`src/rtl/pci_tgt_pkg.sv`:
```
package pci_tgt_pkg;

  typedef enum logic [1:0] {
    CLS_IGN = 2'd0,
    CLS_RD  = 2'd1,
    CLS_WR  = 2'd2,
    CLS_CFG = 2'd3
  } cmd_cls_e;

  typedef enum logic [2:0] {
    ST_IDLE = 3'd0,
    ST_DEC  = 3'd1,
    ST_DATA = 3'd2,
    ST_TURN = 3'd3,
    ST_SKIP = 3'd4
  } tgt_st_e;

  // Cache-line read/write variants collapse onto the plain read/write group.
  function automatic cmd_cls_e classify_cmd(input logic [3:0] cmd);
    cmd_cls_e cls;
    case (cmd)
      4'b0110, 4'b1100, 4'b1110: cls = CLS_RD;
      4'b0111, 4'b1111:          cls = CLS_WR;
      4'b1010, 4'b1011:          cls = CLS_CFG;
      default:                   cls = CLS_IGN;
    endcase
    return cls;
  endfunction

endpackage

```
`src/rtl/pci_cmd_latch.sv`:
```
module pci_cmd_latch
  import pci_tgt_pkg::*;
(
  input  logic     clk,
  input  logic     rst_n,
  input  logic     capture,
  input  logic [3:0] cmd,
  input  logic     hit,
  output logic     claim,
  output cmd_cls_e cls_q
);

  cmd_cls_e cls_now;
  cmd_cls_e cls_d;

  always_comb begin
    cls_now = classify_cmd(cmd);
    claim   = hit && (cls_now != CLS_IGN);
  end

  // Clock enable: hold the group between address phases.
  always_comb begin
    cls_d = cls_q;
    if (capture) begin
      cls_d = claim ? cls_now : CLS_IGN;
    end
  end

  always_ff @(posedge clk or negedge rst_n) begin
    if (!rst_n) begin
      cls_q <= CLS_IGN;
    end else begin
      cls_q <= cls_d;
    end
  end

  AST_CLAIM_NEEDS_HIT: assert property (@(posedge clk) disable iff (!rst_n)
    (capture && !hit) |=> (cls_q == CLS_IGN));

endmodule

```
`src/rtl/pci_wr_throttle.sv`:
```
module pci_wr_throttle #(
  parameter int WAIT_MAX = 8
) (
  input  logic clk,
  input  logic rst_n,
  input  logic stall,
  input  logic clr,
  output logic at_limit
);

  localparam int CNT_W = $clog2(WAIT_MAX + 1);
  localparam logic [CNT_W-1:0] LIMIT = CNT_W'(WAIT_MAX);

  logic [CNT_W-1:0] cnt_q;
  logic [CNT_W-1:0] cnt_d;

  always_comb begin
    at_limit = (cnt_q == LIMIT);
    cnt_d    = cnt_q;
    if (clr) begin
      cnt_d = '0;
    end else if (stall && !at_limit) begin
      cnt_d = cnt_q + 1'b1;
    end
  end

  always_ff @(posedge clk or negedge rst_n) begin
    if (!rst_n) begin
      cnt_q <= '0;
    end else begin
      cnt_q <= cnt_d;
    end
  end

  AST_WAIT_BOUND: assert property (@(posedge clk) disable iff (!rst_n)
    (stall && !clr) |=> (cnt_q != '0));

endmodule

```
`src/rtl/pci_tgt_seq.sv`:
```
module pci_tgt_seq
  import pci_tgt_pkg::*;
(
  input  logic     clk,
  input  logic     rst_n,
  input  logic     frame_n,
  input  logic     irdy_n,
  input  logic     claim,
  input  cmd_cls_e cls,
  input  logic     fifo_full,
  input  logic     full_disc,
  input  logic     at_limit,
  output logic     capture,
  output logic     stall,
  output logic     cnt_clr,
  output logic     idle,
  output logic     push,
  output logic     devsel_n,
  output logic     trdy_n,
  output logic     stop_n
);

  tgt_st_e state_q;
  tgt_st_e state_d;
  logic    disc_q;
  logic    disc_d;
  logic    in_data;
  logic    xfer_end;

  always_comb begin
    in_data  = (state_q == ST_DATA);
    idle     = (state_q == ST_IDLE);
    capture  = idle && !frame_n;
    devsel_n = 1'b1;
    trdy_n   = 1'b1;
    stop_n   = 1'b1;
    stall    = 1'b0;
    if (in_data) begin
      devsel_n = 1'b0;
      if (disc_q) begin
        stop_n = 1'b0;
      end else begin
        case (cls)
          CLS_RD: trdy_n = 1'b0;
          CLS_CFG: begin
            trdy_n = 1'b0;
            stop_n = 1'b0;
          end
          CLS_WR: begin
            trdy_n = fifo_full;
            if (fifo_full && (full_disc || at_limit)) begin
              stop_n = 1'b0;
            end else if (fifo_full) begin
              stall = 1'b1;
            end
          end
          default: ;
        endcase
      end
    end
    push     = in_data && (cls == CLS_WR) && !irdy_n && !trdy_n;
    xfer_end = in_data && !irdy_n && (!trdy_n || !stop_n);
    cnt_clr  = !in_data || (!irdy_n && !trdy_n);
  end

  always_comb begin
    state_d = state_q;
    case (state_q)
      ST_IDLE: if (!frame_n) state_d = claim ? ST_DEC : ST_SKIP;
      ST_DEC:  state_d = ST_DATA;
      ST_DATA: if (xfer_end && frame_n) state_d = ST_TURN;
      ST_TURN: state_d = ST_IDLE;
      ST_SKIP: if (frame_n && irdy_n) state_d = ST_IDLE;
      default: state_d = ST_IDLE;
    endcase
    disc_d = in_data && (state_d == ST_DATA) && (disc_q || !stop_n);
  end

  always_ff @(posedge clk or negedge rst_n) begin
    if (!rst_n) begin
      state_q <= ST_IDLE;
      disc_q  <= 1'b0;
    end else begin
      state_q <= state_d;
      disc_q  <= disc_d;
    end
  end

  AST_DEVSEL_MEDIUM: assert property (@(posedge clk) disable iff (!rst_n)
    $fell(devsel_n) |-> ($past(state_q) == ST_DEC));
  AST_CTRL_NEEDS_DEVSEL: assert property (@(posedge clk) disable iff (!rst_n)
    (!trdy_n || !stop_n) |-> !devsel_n);
  AST_NO_PUSH_FULL: assert property (@(posedge clk) disable iff (!rst_n)
    push |-> !fifo_full);
  AST_STOP_HOLDS: assert property (@(posedge clk) disable iff (!rst_n)
    (in_data && !stop_n && !(xfer_end && frame_n)) |=> (trdy_n && !stop_n));
  AST_TURN_QUIET: assert property (@(posedge clk) disable iff (!rst_n)
    (xfer_end && frame_n) |=> (devsel_n && trdy_n && stop_n));
  AST_SKIP_SILENT: assert property (@(posedge clk) disable iff (!rst_n)
    (state_q == ST_SKIP) |=> (devsel_n || $past(state_q) != ST_SKIP));

endmodule

```
`src/rtl/pci_tgt_ctrl.sv`:
```
module pci_tgt_ctrl
  import pci_tgt_pkg::*;
#(
  parameter int DATA_W   = 32,
  parameter int WAIT_MAX = 8
) (
  input  logic              clk,
  input  logic              rst_n,
  input  logic              frame_n,
  input  logic              irdy_n,
  input  logic [3:0]        cbe_n,
  input  logic [DATA_W-1:0] ad,
  input  logic              addr_hit,
  input  logic              full_disc,
  input  logic              fifo_full,
  input  logic              fifo_empty,
  output logic              devsel_n,
  output logic              trdy_n,
  output logic              stop_n,
  output logic              fifo_push,
  output logic [DATA_W-1:0] fifo_data,
  output logic [DATA_W/8-1:0] fifo_be,
  output logic              wr_busy
);

  localparam int BE_W = DATA_W / 8;

  logic     claim;
  cmd_cls_e cls_q;
  logic     capture;
  logic     stall;
  logic     cnt_clr;
  logic     at_limit;
  logic     idle;
  logic     push;
  logic     busy_d;

  pci_cmd_latch u_latch (
    .clk     (clk),
    .rst_n   (rst_n),
    .capture (capture),
    .cmd     (cbe_n),
    .hit     (addr_hit),
    .claim   (claim),
    .cls_q   (cls_q)
  );

  pci_wr_throttle #(.WAIT_MAX(WAIT_MAX)) u_throttle (
    .clk      (clk),
    .rst_n    (rst_n),
    .stall    (stall),
    .clr      (cnt_clr),
    .at_limit (at_limit)
  );

  pci_tgt_seq u_seq (
    .clk       (clk),
    .rst_n     (rst_n),
    .frame_n   (frame_n),
    .irdy_n    (irdy_n),
    .claim     (claim),
    .cls       (cls_q),
    .fifo_full (fifo_full),
    .full_disc (full_disc),
    .at_limit  (at_limit),
    .capture   (capture),
    .stall     (stall),
    .cnt_clr   (cnt_clr),
    .idle      (idle),
    .push      (push),
    .devsel_n  (devsel_n),
    .trdy_n    (trdy_n),
    .stop_n    (stop_n)
  );

  always_comb begin
    fifo_push = push;
    fifo_data = ad;
    fifo_be   = ~cbe_n[BE_W-1:0];
    busy_d    = wr_busy;
    if (push) begin
      busy_d = 1'b1;
    end else if (idle && fifo_empty) begin
      busy_d = 1'b0;
    end
  end

  always_ff @(posedge clk or negedge rst_n) begin
    if (!rst_n) begin
      wr_busy <= 1'b0;
    end else begin
      wr_busy <= busy_d;
    end
  end

  AST_BUSY_ON_PUSH: assert property (@(posedge clk) disable iff (!rst_n)
    fifo_push |=> wr_busy);
  AST_BUSY_HOLD: assert property (@(posedge clk) disable iff (!rst_n)
    (wr_busy && !fifo_empty) |=> wr_busy);

endmodule

```
`config.mk`:
```
export PLATFORM = sky130hd
export DESIGN_NAME = pci_tgt_ctrl
export DESIGN_NICKNAME = d
export VERILOG_FILES = /design/src/rtl/pci_tgt_pkg.sv /design/src/rtl/pci_cmd_latch.sv /design/src/rtl/pci_wr_throttle.sv /design/src/rtl/pci_tgt_seq.sv /design/src/rtl/pci_tgt_ctrl.sv
export SDC_FILE = /design/constraint.sdc
export NUM_CORES = 1
export LEC_CHECK = 0
export ABC_AREA = 1
export BUFFER_PORTS_ARGS = -buffer_cell sky130_fd_sc_hd__buf_2
export CORE_MARGIN = 2
export CORE_UTILIZATION = 40
export CTS_CLUSTER_DIAMETER = 40
export CTS_CLUSTER_SIZE = 16
export DETAILED_ROUTE_END_ITERATION = 10
export GPL_TIMING_DRIVEN = 1
export MAX_ROUTING_LAYER = met4
export PLACE_DENSITY_LB_ADDON = 0.05
export SYNTH_ARGS = -nofsm -noshare
export SYNTH_HDL_FRONTEND = slang
export SYNTH_HIERARCHICAL = 1
export SYNTH_SLANG_ARGS = --single-unit
```
`constraint.sdc`:
```
create_clock -name clk -period 5 [get_ports clk]
set_input_delay 0.25 -clock clk [delete_from_list [all_inputs] [get_ports clk]]
set_output_delay 0.25 -clock clk [all_outputs]
set_load 0.005 [all_outputs]
```
==> key figures <==
Run status
  • Status: completed

Logic synthesis
  • Syn_nets: 184
  • Synth Instances: 138
  • Sequential share of the synthesized area: 28.57%
  • Main area contributors after synthesis: dfrtp_1 29%, buf_4 25%, nand2_1 12%, inv_1 9.4%, nand3_1 4.7%
  • Unique masters post-synth: 21
  • Synth warnings: 6
  • FF+latch count, synth: 11
  • Synth top area share: 28.57%
  • Mean area per synthesized cell: 6.981 um2
  • Cell Area, Synth: 963.4 um2
  • Largest area contributor in the netlist: dfrtp_1

GRT
  • Antenna violations before repair: 0
  • Vias in the first global route: 758
  • Global-route wire length before repair: 3.036 mm
  • GRT Residual Overflow: 0
  • Pin count of the biggest net entering global routing: 12
  • GRT Util Overall: 15.11%

CTS
  • Largest buffer count on any clock path: 2
  • Worst-path clk slew: 80 ps
  • Root Buffer: clkbuf_4
  • Clock Sink Count: 11
  • CTS Hold Bufs: 1
  • TritonCTS clock tree: built
  • Clock Latency Late Sink: 270 ps
  • Post_cts resized: 0
  • Buffer count from post-CTS setup fixing: 0
  • Total CTS buffers: 3
  • CTS H-tree depth: 1

Drt
  • Final ANT Viol Nets: 0
  • Routed vias: 747
  • Drt initial violations: 7
  • Vias/cell: 4.698
  • Drc violations: 0
  • Overall routed net length: 1.808 mm
  • DR pass1 iterations: 4
  • Drt wl/cell: 11.37 um

Pwr
  • VDD IR max: 117.7 uV
  • Sequential Power Share: 46.7%
  • Lkg Pwr: 0.5193 nW
  • Clock share of power: 26.1%
  • Cell internal pwr: 0.1548 mW
  • Combinational share of power: 27.2%
  • Switch Pwr: 0.08700 mW
  • PD cells: 270.3 nW/um2
  • Switching Fraction: 35.98%

Run
  • Max-capacitance violation count: 0

STA
  • Max-slew violations: 0
  • Setup-failing EPs final: 0
  • FMAX: 442.2 MHz
  • Layout Skew: 1.214 ps
  • RSZ-0062 raised after global routing: no
  • Worst-Margin Slew: 810.6 ps
  • Final Hold Vio Count: 0
  • Fin Setup TNS: 0 ps
  • Final min period: 2262 ps
  • Max_slew headroom: 45.46%
  • Final period utilization: 45.23%

Floorplanning
  • Starting density of the core: 42.73%
  • Die area: 2817 um2
  • IO Pins: 85
  • Row count: 17
  • Die Y: 53.08 um
  • Core box area: 2255 um2
  • Die width: 53.08 um

Layout
  • Most frequent cells in the layout: 32 x nand2_1, 24 x inv_1, 20 x buf_2, 11 x nor2_1, 11 x dfrtp_1
  • Ant. Diodes: 0
  • Filler Cell Count: 265
  • Most common cell after layout, fill and taps aside: nand2_1
  • Layout cells sized above 1: 22.90%
  • Final #Nets: 178
  • Area growth, synth to finish: -7.143%
  • Final core utilization: 39.68%

Setup path
  • Crit path arrival time: 2460 ps
  • Crit path max fanout: 6
  • Startpoint types: flip-flop
  • Kind of critical path: reg -> reg
  • Critical path data required time: 5200 ps
  • CP Capture Type: flip-flop

Placed design
  • Port Buffers: 20
  • HPWL after detailed placement: 1.433 mm
  • GPL Wtd Cong: 0.8037

Hold path
  • Min-delay worst type: in -> reg
through the flow:
step / cell area, um2 / power [mW] / hold WS, ps / cells / worst slack (ps)
final: 894.6 / 0.2418 / 198.6 / 159 / 2738
after global routing: 894.6 / 0.2626 / 214.3 / 159 / 2463
after CTS: 894.6 / 0.2447 / 197.4 / 159 / 2726
after detailed placement: 858.3 / 0.1809 / 141.2 / 154 / 2736
after global placement: 858.3 / 0.1814 / 140.5 / 154 / 2863
after floorplan: 963.4 / 0.1788 / -45.59 / 138 / 3042
registers in the layout (all words and copies together), names as in the netlist:
name and cells:
u_seq/disc_q 1, wr_busy 1, u_throttle/cnt_q 4, u_seq/state_q 3
u_latch/cls_q 2
area by class of cell:
| cell class | instances | area (um2) | share of cell area [%] |
|---|---|---|---|
| Timing Repair Buffer | 21 | 110.1 | 12.31 |
| Tap cell | 28 | 35.03 | 3.916 |
| Multi-Input combinational cell | 70 | 354.1 | 39.58 |
| Sequential cell | 11 | 275.3 | 30.77 |
| Inverter | 25 | 93.84 | 10.49 |
| Clock buffer | 4 | 26.28 | 2.937 |
cells by family (layout without fill, tap and decap cells):
| group | count (synthesis) | count (layout) | synth area share (%) |
|---|---|---|---|
| AO/OA/AOI/OAI | 5 | 5 | 2.987 |
| adder cells (fa/ha/maj) | 2 | 2 | 2.597 |
| buffers and inverters | 57 | 50 | 34.68 |
| flip-flops | 11 | 11 | 28.57 |
| AND/OR/NAND/NOR | 63 | 63 | 31.17 |
cells in the mapped netlist:
| master | number |
|---|---|
| nand3b_1 | 1 |
| ha_1 | 2 |
| inv_1 | 24 |
| nand4_1 | 3 |
| o21ai_0 | 2 |
| nor2_1 | 11 |
| dfrtp_1 | 11 |
| o21ai_1 | 1 |
| a31oi_1 | 1 |
| nor2_2 | 1 |
| nor4_2 | 1 |
| buf_4 | 32 |
| nand2_2 | 1 |
| inv_2 | 1 |
| nor4_1 | 1 |
| nor3_2 | 1 |
| nand2_1 | 32 |
| nand3_2 | 1 |
| nand3_1 | 9 |
| o31ai_1 | 1 |
| nor3_4 | 1 |
path summary, 6_finish.rpt:
path	startpoint	to	slack, ps	cells past startpoint
setup / recovery	u_throttle/cnt_q[0]	u_throttle/cnt_q[3]	2740	11
hold / removal	frame_n	u_seq/state_q[2]	200	2
setup reg to reg	u_throttle/cnt_q[0]	u_throttle/cnt_q[3]	2740	11
hold reg to reg	wr_busy	wr_busy	480	2
max in group asynchronous	rst_n	u_latch/cls_q[0]	4400	2
min in group asynchronous	rst_n	wr_busy	390	2
power groups by stage:
stage                     Sequential, mW  Clock [mW]  Combinational [mW]
after detailed placement           0.115           0              0.0657
after global placement             0.115           0              0.0663
after floorplan                    0.112           0              0.0670
after CTS                          0.113      0.0646              0.0668
after global routing               0.115      0.0696              0.0776
final                              0.113      0.0631              0.0657
metal layers:
layer,global-route usage [%],routed length [um],vias up,share of wire [%]
li1,-,-,376,-
met1,16.23,771,314,43
met2,23.13,769,39,43
met3,3.390,177,18,9.8
met4,13.68,89,0,4.9
met5,-,0,-,0
critical path, stage by stage, from the launching register on:
cell      delay [ps]
dfrtp_1          400
inv_1             80
ha_1             210
nand3b_1         150
inv_1             70
nor2_1           100
nand3_1           70
nor4_1           680
nand4_1          220
nand2_1          100
nand2_1           50
nor2_1            80
(Power assumes the default switching activity.)
